### config.mk
export PLATFORM = sky130hd
export DESIGN_NAME = ipc_mailbox
export DESIGN_NICKNAME = d
export VERILOG_FILES = /design/src/rtl/ipc_mbox_pkg.sv /design/src/rtl/ipc_word_fifo.sv /design/src/rtl/ipc_side_ctl.sv /design/src/rtl/ipc_mailbox.sv
export SDC_FILE = /design/constraint.sdc
export NUM_CORES = 1
export LEC_CHECK = 0
export ABC_AREA = 1
export BUFFER_PORTS_ARGS = -buffer_cell sky130_fd_sc_hd__clkbuf_2
export CAP_MARGIN = 20
export CORE_MARGIN = 2
export CORE_UTILIZATION = 45
export CTS_CLUSTER_SIZE = 8
export DETAILED_ROUTE_END_ITERATION = 8
export PLACE_DENSITY = 0.67
export SYNTH_ARGS = -nofsm -noshare
export SYNTH_HDL_FRONTEND = slang
export SYNTH_SLANG_ARGS = --single-unit
### constraint.sdc
create_clock -name clk -period 1.85 [get_ports clk]
set_input_delay 0.185 -clock clk [delete_from_list [all_inputs] [get_ports clk]]
set_output_delay 0.185 -clock clk [all_outputs]
set_load 0.005 [all_outputs]
### src/rtl/ipc_mbox_pkg.sv
// Shared constants for the interprocessor mailbox.
// Assumes: control-word bit positions are fixed by the software contract.
package ipc_mbox_pkg;
    localparam int DEF_DATA_W = 16;
    localparam int DEF_DEPTH  = 8;
    localparam int DEF_CTL_W  = 16;
    localparam int REQ_BIT    = 8;   // control bit that raises the cross interrupt
    localparam int CLR_BIT    = 0;   // control bit that clears the error flag (write one)

    // Flag pair reported for one queue.
    typedef struct packed {
        logic full;
        logic empty;
    } q_flags_t;
endpackage

### src/rtl/ipc_word_fifo.sv
// One-way word queue with a registered fill count.
// Shows the head word combinationally (first word falls through).
// Dropped accesses are reported on push_drop / pop_drop.
// Assumes: DEPTH >= 2. Fullness and emptiness are judged on the state before the edge.
module ipc_word_fifo
    import ipc_mbox_pkg::*;
#(
    parameter int DATA_W = DEF_DATA_W,
    parameter int DEPTH  = DEF_DEPTH,
    localparam int PW    = $clog2(DEPTH),
    localparam int CW    = $clog2(DEPTH + 1)
) (
    input  logic              clk,
    input  logic              rst_n,
    input  logic              push,
    input  logic [DATA_W-1:0] push_data,
    input  logic              pop,
    output logic [DATA_W-1:0] head,
    output logic [CW-1:0]     count,
    output q_flags_t          flags,
    output logic              push_drop,
    output logic              pop_drop
);
    localparam logic [CW-1:0] FULL_CNT = CW'(DEPTH);
    localparam logic [PW-1:0] LAST_IDX = PW'(DEPTH - 1);

    logic [DATA_W-1:0] mem [DEPTH];
    logic [PW-1:0]     wr_ptr;
    logic [PW-1:0]     rd_ptr;
    logic              do_push;
    logic              do_pop;

    // Decide which accesses are accepted and which are dropped.
    always_comb begin
        flags.full  = (count == FULL_CNT);
        flags.empty = (count == '0);
        do_push     = push && !flags.full;
        do_pop      = pop && !flags.empty;
        push_drop   = push && flags.full;
        pop_drop    = pop && flags.empty;
        head        = mem[rd_ptr];
    end

    // Store accepted words (storage needs no reset).
    always_ff @(posedge clk) begin
        if (do_push) begin
            mem[wr_ptr] <= push_data;
        end
    end

    // Advance pointers and the fill count.
    always_ff @(posedge clk) begin
        if (!rst_n) begin
            wr_ptr <= '0;
            rd_ptr <= '0;
            count  <= '0;
        end else begin
            if (do_push) begin
                wr_ptr <= (wr_ptr == LAST_IDX) ? '0 : wr_ptr + 1'b1;
            end
            if (do_pop) begin
                rd_ptr <= (rd_ptr == LAST_IDX) ? '0 : rd_ptr + 1'b1;
            end
            case ({do_push, do_pop})
                2'b10:   count <= count + 1'b1;
                2'b01:   count <= count - 1'b1;
                default: count <= count;
            endcase
        end
    end
endmodule

### src/rtl/ipc_side_ctl.sv
// Per-side control state: the sticky error flag and the self-clearing interrupt request.
// Assumes: fault is the OR of that side's dropped push and dropped pop.
module ipc_side_ctl
    import ipc_mbox_pkg::*;
#(
    parameter int CTL_W = DEF_CTL_W
) (
    input  logic             clk,
    input  logic             rst_n,
    input  logic             ctl_wr,
    input  logic [CTL_W-1:0] ctl_wdata,
    input  logic             fault,
    output logic             err,
    output logic             req
);
    // Sticky error: a new fault wins over a clear in the same cycle.
    always_ff @(posedge clk) begin
        if (!rst_n) begin
            err <= 1'b0;
        end else if (fault) begin
            err <= 1'b1;
        end else if (ctl_wr && ctl_wdata[CLR_BIT]) begin
            err <= 1'b0;
        end
    end

    // Request bit lives for a single cycle after the write that set it.
    always_ff @(posedge clk) begin
        if (!rst_n) begin
            req <= 1'b0;
        end else begin
            req <= ctl_wr && ctl_wdata[REQ_BIT];
        end
    end
endmodule

### src/rtl/ipc_mailbox.sv
// Two-way interprocessor mailbox: two one-way word queues and a symmetric control plane.
// Side A pushes into queue 0 and pops queue 1; side B does the reverse.
// Assumes: synchronous active-low reset, one clock for both sides.
module ipc_mailbox
    import ipc_mbox_pkg::*;
#(
    parameter int DATA_W = DEF_DATA_W,
    parameter int DEPTH  = DEF_DEPTH,
    parameter int CTL_W  = DEF_CTL_W,
    localparam int CW    = $clog2(DEPTH + 1),
    localparam int ST_W  = 2 * CW + 6
) (
    input  logic              clk,
    input  logic              rst_n,
    input  logic              a_tx_wr,
    input  logic [DATA_W-1:0] a_tx_data,
    input  logic              a_rx_rd,
    output logic [DATA_W-1:0] a_rx_data,
    output logic              a_tx_nfull_req,
    output logic              a_rx_nempty_req,
    input  logic              a_ctl_wr,
    input  logic [CTL_W-1:0]  a_ctl_wdata,
    output logic [ST_W-1:0]   a_status,
    output logic              a_ipint,
    input  logic              b_tx_wr,
    input  logic [DATA_W-1:0] b_tx_data,
    input  logic              b_rx_rd,
    output logic [DATA_W-1:0] b_rx_data,
    output logic              b_tx_nfull_req,
    output logic              b_rx_nempty_req,
    input  logic              b_ctl_wr,
    input  logic [CTL_W-1:0]  b_ctl_wdata,
    output logic [ST_W-1:0]   b_status,
    output logic              b_ipint
);
    // Index 0 = side A, index 1 = side B. Queue i is the one side i pushes into.
    logic              s_push  [2];
    logic [DATA_W-1:0] s_wdata [2];
    logic              s_pop   [2];
    logic              s_cwr   [2];
    logic [CTL_W-1:0]  s_cdata [2];
    logic [DATA_W-1:0] q_head  [2];
    logic [CW-1:0]     q_cnt   [2];
    q_flags_t          q_flg   [2];
    logic              q_pdrop [2];
    logic              q_rdrop [2];
    logic              s_err   [2];
    logic              s_req   [2];
    logic [ST_W-1:0]   s_stat  [2];

    // Gather the per-side inputs into indexed form.
    always_comb begin
        s_push[0]  = a_tx_wr;   s_push[1]  = b_tx_wr;
        s_wdata[0] = a_tx_data; s_wdata[1] = b_tx_data;
        s_pop[0]   = a_rx_rd;   s_pop[1]   = b_rx_rd;
        s_cwr[0]   = a_ctl_wr;  s_cwr[1]   = b_ctl_wr;
        s_cdata[0] = a_ctl_wdata; s_cdata[1] = b_ctl_wdata;
    end

    for (genvar i = 0; i < 2; i++) begin : g_side
        localparam int O = 1 - i;  // the opposite side

        // Queue i: written by side i, read by side O.
        ipc_word_fifo #(
            .DATA_W (DATA_W),
            .DEPTH  (DEPTH)
        ) u_fifo (
            .clk       (clk),
            .rst_n     (rst_n),
            .push      (s_push[i]),
            .push_data (s_wdata[i]),
            .pop       (s_pop[O]),
            .head      (q_head[i]),
            .count     (q_cnt[i]),
            .flags     (q_flg[i]),
            .push_drop (q_pdrop[i]),
            .pop_drop  (q_rdrop[i])
        );

        // Side i faults on its own dropped push or its dropped pop of queue O.
        ipc_side_ctl #(
            .CTL_W (CTL_W)
        ) u_ctl (
            .clk       (clk),
            .rst_n     (rst_n),
            .ctl_wr    (s_cwr[i]),
            .ctl_wdata (s_cdata[i]),
            .fault     (q_pdrop[i] | q_rdrop[O]),
            .err       (s_err[i]),
            .req       (s_req[i])
        );

        // Pack the side's status word: outgoing queue low, incoming queue above it.
        always_comb begin
            s_stat[i] = {s_req[i], s_err[i],
                         q_flg[O].empty, q_flg[O].full, q_cnt[O],
                         q_flg[i].empty, q_flg[i].full, q_cnt[i]};
        end
    end

    // Drive the ports from the indexed results.
    always_comb begin
        a_rx_data       = q_head[1];
        b_rx_data       = q_head[0];
        a_tx_nfull_req  = !q_flg[0].full;
        b_tx_nfull_req  = !q_flg[1].full;
        a_rx_nempty_req = !q_flg[1].empty;
        b_rx_nempty_req = !q_flg[0].empty;
        a_status        = s_stat[0];
        b_status        = s_stat[1];
        a_ipint         = s_req[1];
        b_ipint         = s_req[0];
    end
endmodule

==> metrics.txt, run 1 <==
# fillers=~2000; largest net degree at the start of global routing=just under 50; area leader, netlist=edfxtp_1; antenna violations before repair=0; arrival time at the worst endpoint=1790 ps; fin area=approximately 15000 µm²; FF/Latch Area=between 8000 and 9000 µm²; grt total ovfl=0; clock root cell=clkbuf_16; final setup fails=32; Avg Inst Size Synth=between 10 and 15 µm²; core footprint=25800 µm²; site row count=slightly below 60; nets@finish=1224; Layout area overhead=27.7%; vias in the first global route=7759; Worst Min Path Start=b_ctl_wdata[0]; share of the synthesized area in the top cell type=0.657; Hold Fails Final Rpt=0; I/O pins=138; RSZ-0062 raised after global routing=true; clk_lat worst skew=~530 ps; final period utilization=1.07; Final Wtd Congestion=0.760; drt drc=0; port bufs=around 110; clock sink count=between 200 and 300; critical path required time=between 1500 and 2000 ps; worst-margin pin slew=316 ps; Initial Utilization=0.454; post-route ant nets=0; post-layout min period=1970 ps; mapped cell area=11700 µm²; Max IR drop VDD=a little under 0.0009 V; post-synthesis sequential area ratio=0.708; First-pass DRT Iterations=5; Worst setup SP type=register; total CTS buffers=41; fmax=about 0.5 GHz; HPWL after DPL=~14000 µm; Tot Pwr=~22 mW; worst setup path class=register to output port; DR iter-0 viols=around 670; Die H=roughly 170 µm; Rel. slew slack=0.789; peak fanout along the critical path=8; drt total wl=between 20000 and 30000 µm; multi-input logic area=a little under 3000 µm²; wire per inst=approximately 18 µm; outcome=finished with violations; PnR worst setup slack=-123 ps; max_cap viols=0; first-pass GRT wire length=about 40000 µm; share of layout cells above drive strength 1=0.247; Vias/cell=5.24; CTS max path bufs=3; CTS tree=done; clock-pin transition on the worst setup and hold timing paths=~50 ps; Crit. End Element=output port; ys flop type=edfxtp_1; die area=~27000 µm²; Placed Area=between 10000 and 15000 µm²; H-tree depth=2; Total GRT Usage=0.193; cell with the most instances after synthesis=edfxtp_1; Yosys warnings=0; Synth Instances=approximately 950; RR Startpoint=g_side[1].u_fifo.count[3]; synth cell count leaders=256 x edfxtp_1, 155 x nor2_1, 126 x nand2_1; hold crit path type=input pin to register; max-slew violation count=0; Pwr per Cell Area=1450 nW/µm²; Clock Skews=around 17 ps; synth top area cells=edfxtp_1 66%, dfxtp_1 5.1%, nor2_1 5.0%; Fin Setup TNS=-2910 ps; unique cell type count in the Yosys netlist=28; Pleak=~5.6 nW; post-layout util=0.580; flops & latches, synth=about 290; die width=~170 µm; async set or reset register ratio after synthesis=0; detailed-route via count=7812; Post-Syn Nets=1033; number of synthesized flops with an enable pin=256; failing checks=negative setup slack
## per-layer routing
layer  wire length (µm)  track usage
met1              10700        0.232
met5                  0            0
met3               1600       0.0375
met4                629       0.0652
met2              13600        0.348
## path summary, 6_finish.rpt
path	to	slack, ps	cells after the start
max	b_rx_data[11]	-120	7
max reg2reg	g_side[1].u_fifo.count[2]	120	13
min	g_side[1].u_ctl.err	40	6
min reg2reg	g_side[0].u_fifo.wr_ptr[2]	520	2
## critical path, stage by stage, from the launching register on
cell and delay [ps]:
dfxtp_4 400, buf_12 160, buf_16 160, mux2i_2 210, o22ai_1 100, nand2_1 60, nand2_1 50, buf_2 120
## cell type report
| class | count | area share |
|---|---|---|
| sequential | 286 | 0.556 |
| timing repair buffer | 210 | 0.129 |
| clock inverter | 3 | 0.00460 |
| antenna | 1 | 0.000167 |
| clock buffer | 57 | 0.0727 |
| tap | 335 | 0.0280 |
| multi-input combinational | 562 | 0.199 |
| inverter | 37 | 0.0116 |
## flip-flops by register name, summed over array words and instances, names as in the netlist, named ones only
signal                cells
g_side.u_fifo.count       8
g_side.u_fifo.rd_ptr      6
g_side.u_fifo.mem       256
g_side.u_ctl.err          2
g_side.u_ctl.req          2
g_side.u_fifo.wr_ptr      6
## cell usage in the layout, fill, tap and decap left out, types with 12 or more instances in the layout
master           n
edfxtp_1       256
inv_1           29
nor2_1         147
buf_12          26
mux2i_1         29
clkbuf_2        99
clkbuf_16       44
buf_4           27
nand2_1        120
o22ai_1         32
nor2_2          23
o21ai_0         77
o21ai_1         67
dlygate4sd3_1   37
ha_1            12
dfxtp_1         22
clkbuf_1        16
## cells by family (layout without fill, tap and decap cells)
kind of cell / count (synthesis) / in the layout / synth area share
adders and majority gates: 14 / 14 / 0.0150
other: 0 / 1 / 0
DFF: 286 / 286 / 0.708
AOI/OAI and AO/OA: 193 / 193 / 0.0864
and+or+nand+nor: 318 / 318 / 0.110
buffers and inverters: 99 / 307 / 0.0490
muxes: 32 / 32 / 0.0274
xor gates and xnor gates: 5 / 5 / 0.00374
## power breakdown
part           leakage, nW  switching, mW  internal [mW]  total, mW
clock network        0.552           2.61           4.06       6.67
logic                 2.50           3.96           3.08       7.04
registers             2.58          0.296           7.70       7.99
total                 5.62           6.87           14.8       21.7
## through the flow
| step | hold WS [ps] | setup WS [ps] | instances |
|---|---|---|---|
| after detailed placement | 400 | -6.13 | 1370 |
| after global placement | 395 | 37.8 | 1370 |
| after global routing | 56.2 | -219 | 1490 |
| final | 42.7 | -123 | 1491 |
| after floorplan | 284 | -106 | 947 |
| after CTS | 29.9 | -129 | 1485 |
## timing repair
action	CTS	global route
gates cloned	9	3
endpoints found under the setup margin	33	36
buffers inserted	9	4
resized for setup	54	60
hold endpoints to repair	261	0
hold buffers	37	0
pin swaps	4	29
(Power assumes the default switching activity.)
==> run 2: changes to the inputs <==
--- a/config.mk
+++ b/config.mk
@@ -15,4 +15,5 @@
 export PLACE_DENSITY = 0.67
 export SYNTH_ARGS = -nofsm -noshare
 export SYNTH_HDL_FRONTEND = slang
+export SYNTH_HIERARCHICAL = 1
 export SYNTH_SLANG_ARGS = --single-unit
==> run 2 against run 1 <==
The flow still finishes with violations (negative setup slack). Hold slack better by 84 ps. Total power is 3.2% lower. Cell area is 0.85% higher.
==> metrics.txt, run 2 <==
post-route ant nets=0 (unchanged); H-tree depth=2 (unchanged); nets@finish=1259 (was 1224); clock sink count=286 (unchanged); port bufs=109 (unchanged); Reg2Reg Depth=12 (was 13); DR iter-0 viols=651 (was 674); clock-pin transition on the worst setup and hold timing paths=50 ps (about the same); first-pass GRT wire length=38600 µm (was 40300 µm); drt drc=0 (unchanged); share of layout cells above drive strength 1=0.249 (was 0.247); post-layout min period=1980 ps (was 1970 ps); die area=27400 µm² (was 27300 µm²); PnR worst setup slack=-134 ps (was -123 ps); First-pass DRT Iterations=5 (unchanged); max-slew violation count=0 (unchanged); share of the synthesized area in the top cell type=0.656 (was 0.657); max_cap viols=0 (unchanged); hold crit path type=input pin to register (unchanged); Synth Instances=960 (was 947); mapped cell area=11700 µm² (about the same); top flop regs=g_side.u_fifo/mem x256, g_side.u_fifo/count x8 (was g_side.u_fifo.mem x256, g_side.u_fifo.count x8); failing checks=negative setup slack (unchanged); CTS tree=done (unchanged); met2 WL=14000 µm (was 13600 µm); outcome=finished with violations (unchanged); Tot Pwr=21.0 mW (was 21.7 mW); Clock Skews=22.0 ps (was 16.8 ps); I/O pins=138 (unchanged); Avg Inst Size Synth=12.2 µm² (was 12.4 µm²); Layout area overhead=28.6% (was 27.7%); async set or reset register ratio after synthesis=0 (unchanged); max reg flops=256 (unchanged); Vias/cell=5.18 (was 5.24); unique cell type count in the Yosys netlist=29 (was 28); number of synthesized flops with an enable pin=256 (unchanged); fmax=0.504 GHz (was 0.507 GHz); Pwr per Cell Area=1390 nW/µm² (was 1450 nW/µm²); core footprint=25800 µm² (about the same); Final Wtd Congestion=0.791 (was 0.760); worst setup path class=register to output port (unchanged); vias in the first global route=7531 (was 7759); Hold Fails Final Rpt=0 (unchanged); # fillers=1984 (was 2003); clock root cell=clkbuf_16 (unchanged); synth cell count leaders=256 x edfxtp_1, 168 x nor2_1, 126 x nand2_1 (was 256 x edfxtp_1, 155 x nor2_1, 126 x nand2_1); largest net degree at the start of global routing=65 (was 49); post-layout util=0.583 (was 0.580); die width=165 µm (about the same); final setup fails=30 (was 32); area leader, netlist=edfxtp_1 (unchanged); most common cell after layout, fill and taps aside=edfxtp_1 (unchanged); Yosys warnings=6 (was 0); most frequent cells in the layout=256 x edfxtp_1, 161 x nor2_1, 117 x nand2_1, 107 x clkbuf_2, 73 x o21ai_0 (was 256 x edfxtp_1, 147 x nor2_1, 120 x nand2_1, 99 x clkbuf_2, 77 x o21ai_0); Rel. slew slack=0.783 (was 0.789); Post-Syn Nets=1046 (was 1033); peak fanout along the critical path=17 (was 8); Worst setup SP type=register (unchanged); clk_lat worst skew=530 ps (about the same); wire per inst=17.6 µm (was 17.8 µm); Max Used Layer=met4 (unchanged); worst-margin pin slew=325 ps (was 316 ps); total CTS buffers=41 (unchanged); final period utilization=1.07 (about the same); post-synthesis sequential area ratio=0.707 (was 0.708); DR WL met3=1320 µm (was 1600 µm); antenna violations before repair=0 (unchanged); detailed-route via count=7838 (was 7812); drt total wl=26700 µm (was 26500 µm); RSZ-0062 raised after global routing=true (unchanged); Biggest register=g_side.u_fifo/mem (was g_side.u_fifo.mem); Die H=165 µm (about the same); synth top area cells=edfxtp_1 66%, nor2_1 5.4%, dfxtp_1 5.1% (was edfxtp_1 66%, dfxtp_1 5.1%, nor2_1 5.0%); ys flop type=edfxtp_1 (unchanged); Max IR drop VDD=0.000885 V (was 0.000889 V); Initial Utilization=0.454 (about the same); Diodes inserted=0 (was 1); cell with the most instances after synthesis=edfxtp_1 (unchanged); Fin Setup TNS=-1960 ps (was -2910 ps); Pleak=5.73 nW (was 5.62 nW); critical path required time=1660 ps (about the same); flops & latches, synth=286 (unchanged); CTS max path bufs=3 (unchanged); HPWL after DPL=14000 µm (was 13600 µm); Min-Delay Path Depth=7 (was 6); Crit. End Element=output port (unchanged); site row count=59 (unchanged); grt total ovfl=0 (unchanged); arrival time at the worst endpoint=1800 ps (was 1790 ps); Total GRT Usage=0.185 (was 0.193); Hold WS=126 ps (was 42.7 ps); WL met1=10700 µm (about the same)
[run 2: report_power, final]
| part | leakage [nW] | internal [mW] | total (mW) | switching [mW] |
|---|---|---|---|---|
| Combinational | 2.63 | 2.99 | 6.68 | 3.68 |
| Sequential | 2.57 | 7.65 | 7.93 | 0.276 |
| Clock | 0.531 | 3.94 | 6.41 | 2.47 |
| Total | 5.73 | 14.6 | 21.0 | 6.43 |
[run 2: path summary, 6_finish.rpt]
check / startpoint / to / slack, ps
worst min register to register: g_side[0].u_ctl/err / g_side[0].u_ctl/err / 470
worst max register to register: g_side[1].u_fifo/count[0] / g_side[1].u_fifo/count[2] / 110
worst max-delay path: register / a_rx_data[15] / -130
worst min-delay path: b_tx_wr / g_side[1].u_ctl/err / 130
[run 2: layer usage]
layer | track usage | up-vias
li1 | - | 3776
met4 | 0.0623 | 0
met1 | 0.220 | 3776
met3 | 0.0350 | 57
met5 | 0 | -
met2 | 0.338 | 229
[run 2: layout make-up]
cell class                      instances  area (µm²)  area share
Tap cell                              335         419      0.0278
Timing Repair Buffer                  227        2060       0.137
Inverter                               50         208      0.0138
Sequential cell                       286        8310       0.551
Timing Repair inverter                  1        8.76    0.000581
Clock buffer                           46        1040      0.0693
Clock inverter                          3        50.0     0.00332
Multi-Input combinational cell        566        2980       0.198
[run 2: cell families (layout without fill, tap and decap cells)]
kind of cell,after synthesis,in the layout,share of synthesized area
fa+ha+maj,14,14,0.0149
flops,286,286,0.707
simple gates,323,323,0.109
xor+xnor,4,4,0.00299
buf+inv,108,327,0.0514
mux,32,32,0.0273
compound gates,193,193,0.0869
[run 2: worst max-delay path, stage by stage (launching register included)]
cell and delay, ps:
dfxtp_4 380, buf_12 150, buf_12 150, nor2_1 60, nor2_1 100, o21ai_1 90
o21ai_1 100, nand2_1 70, nand2_1 80, clkbuf_2 110
[run 2: timing repair]
| action | in CTS | in global routing |
|---|---|---|
| setup buffers | 5 | 6 |
| hold endpoints to repair | 260 | 0 |
| pin swaps | 2 | 17 |
| hold buffers | 40 | 0 |
| resized for setup | 45 | 61 |
| cloned | 5 | 9 |
| setup endpoints to repair | 33 | 36 |
[run 2: through the flow]
step           setup slack, ps  std cells  instance area (µm²)
2_1_floorplan            -85.0        960                11700
3_3_place_gp              44.5       1400                12900
3_5_place_dp             -16.9       1400                12900
4_1_cts                   -109       1499                14700
5_1_grt                   -257       1514                15100
6_report                  -134       1514                15100
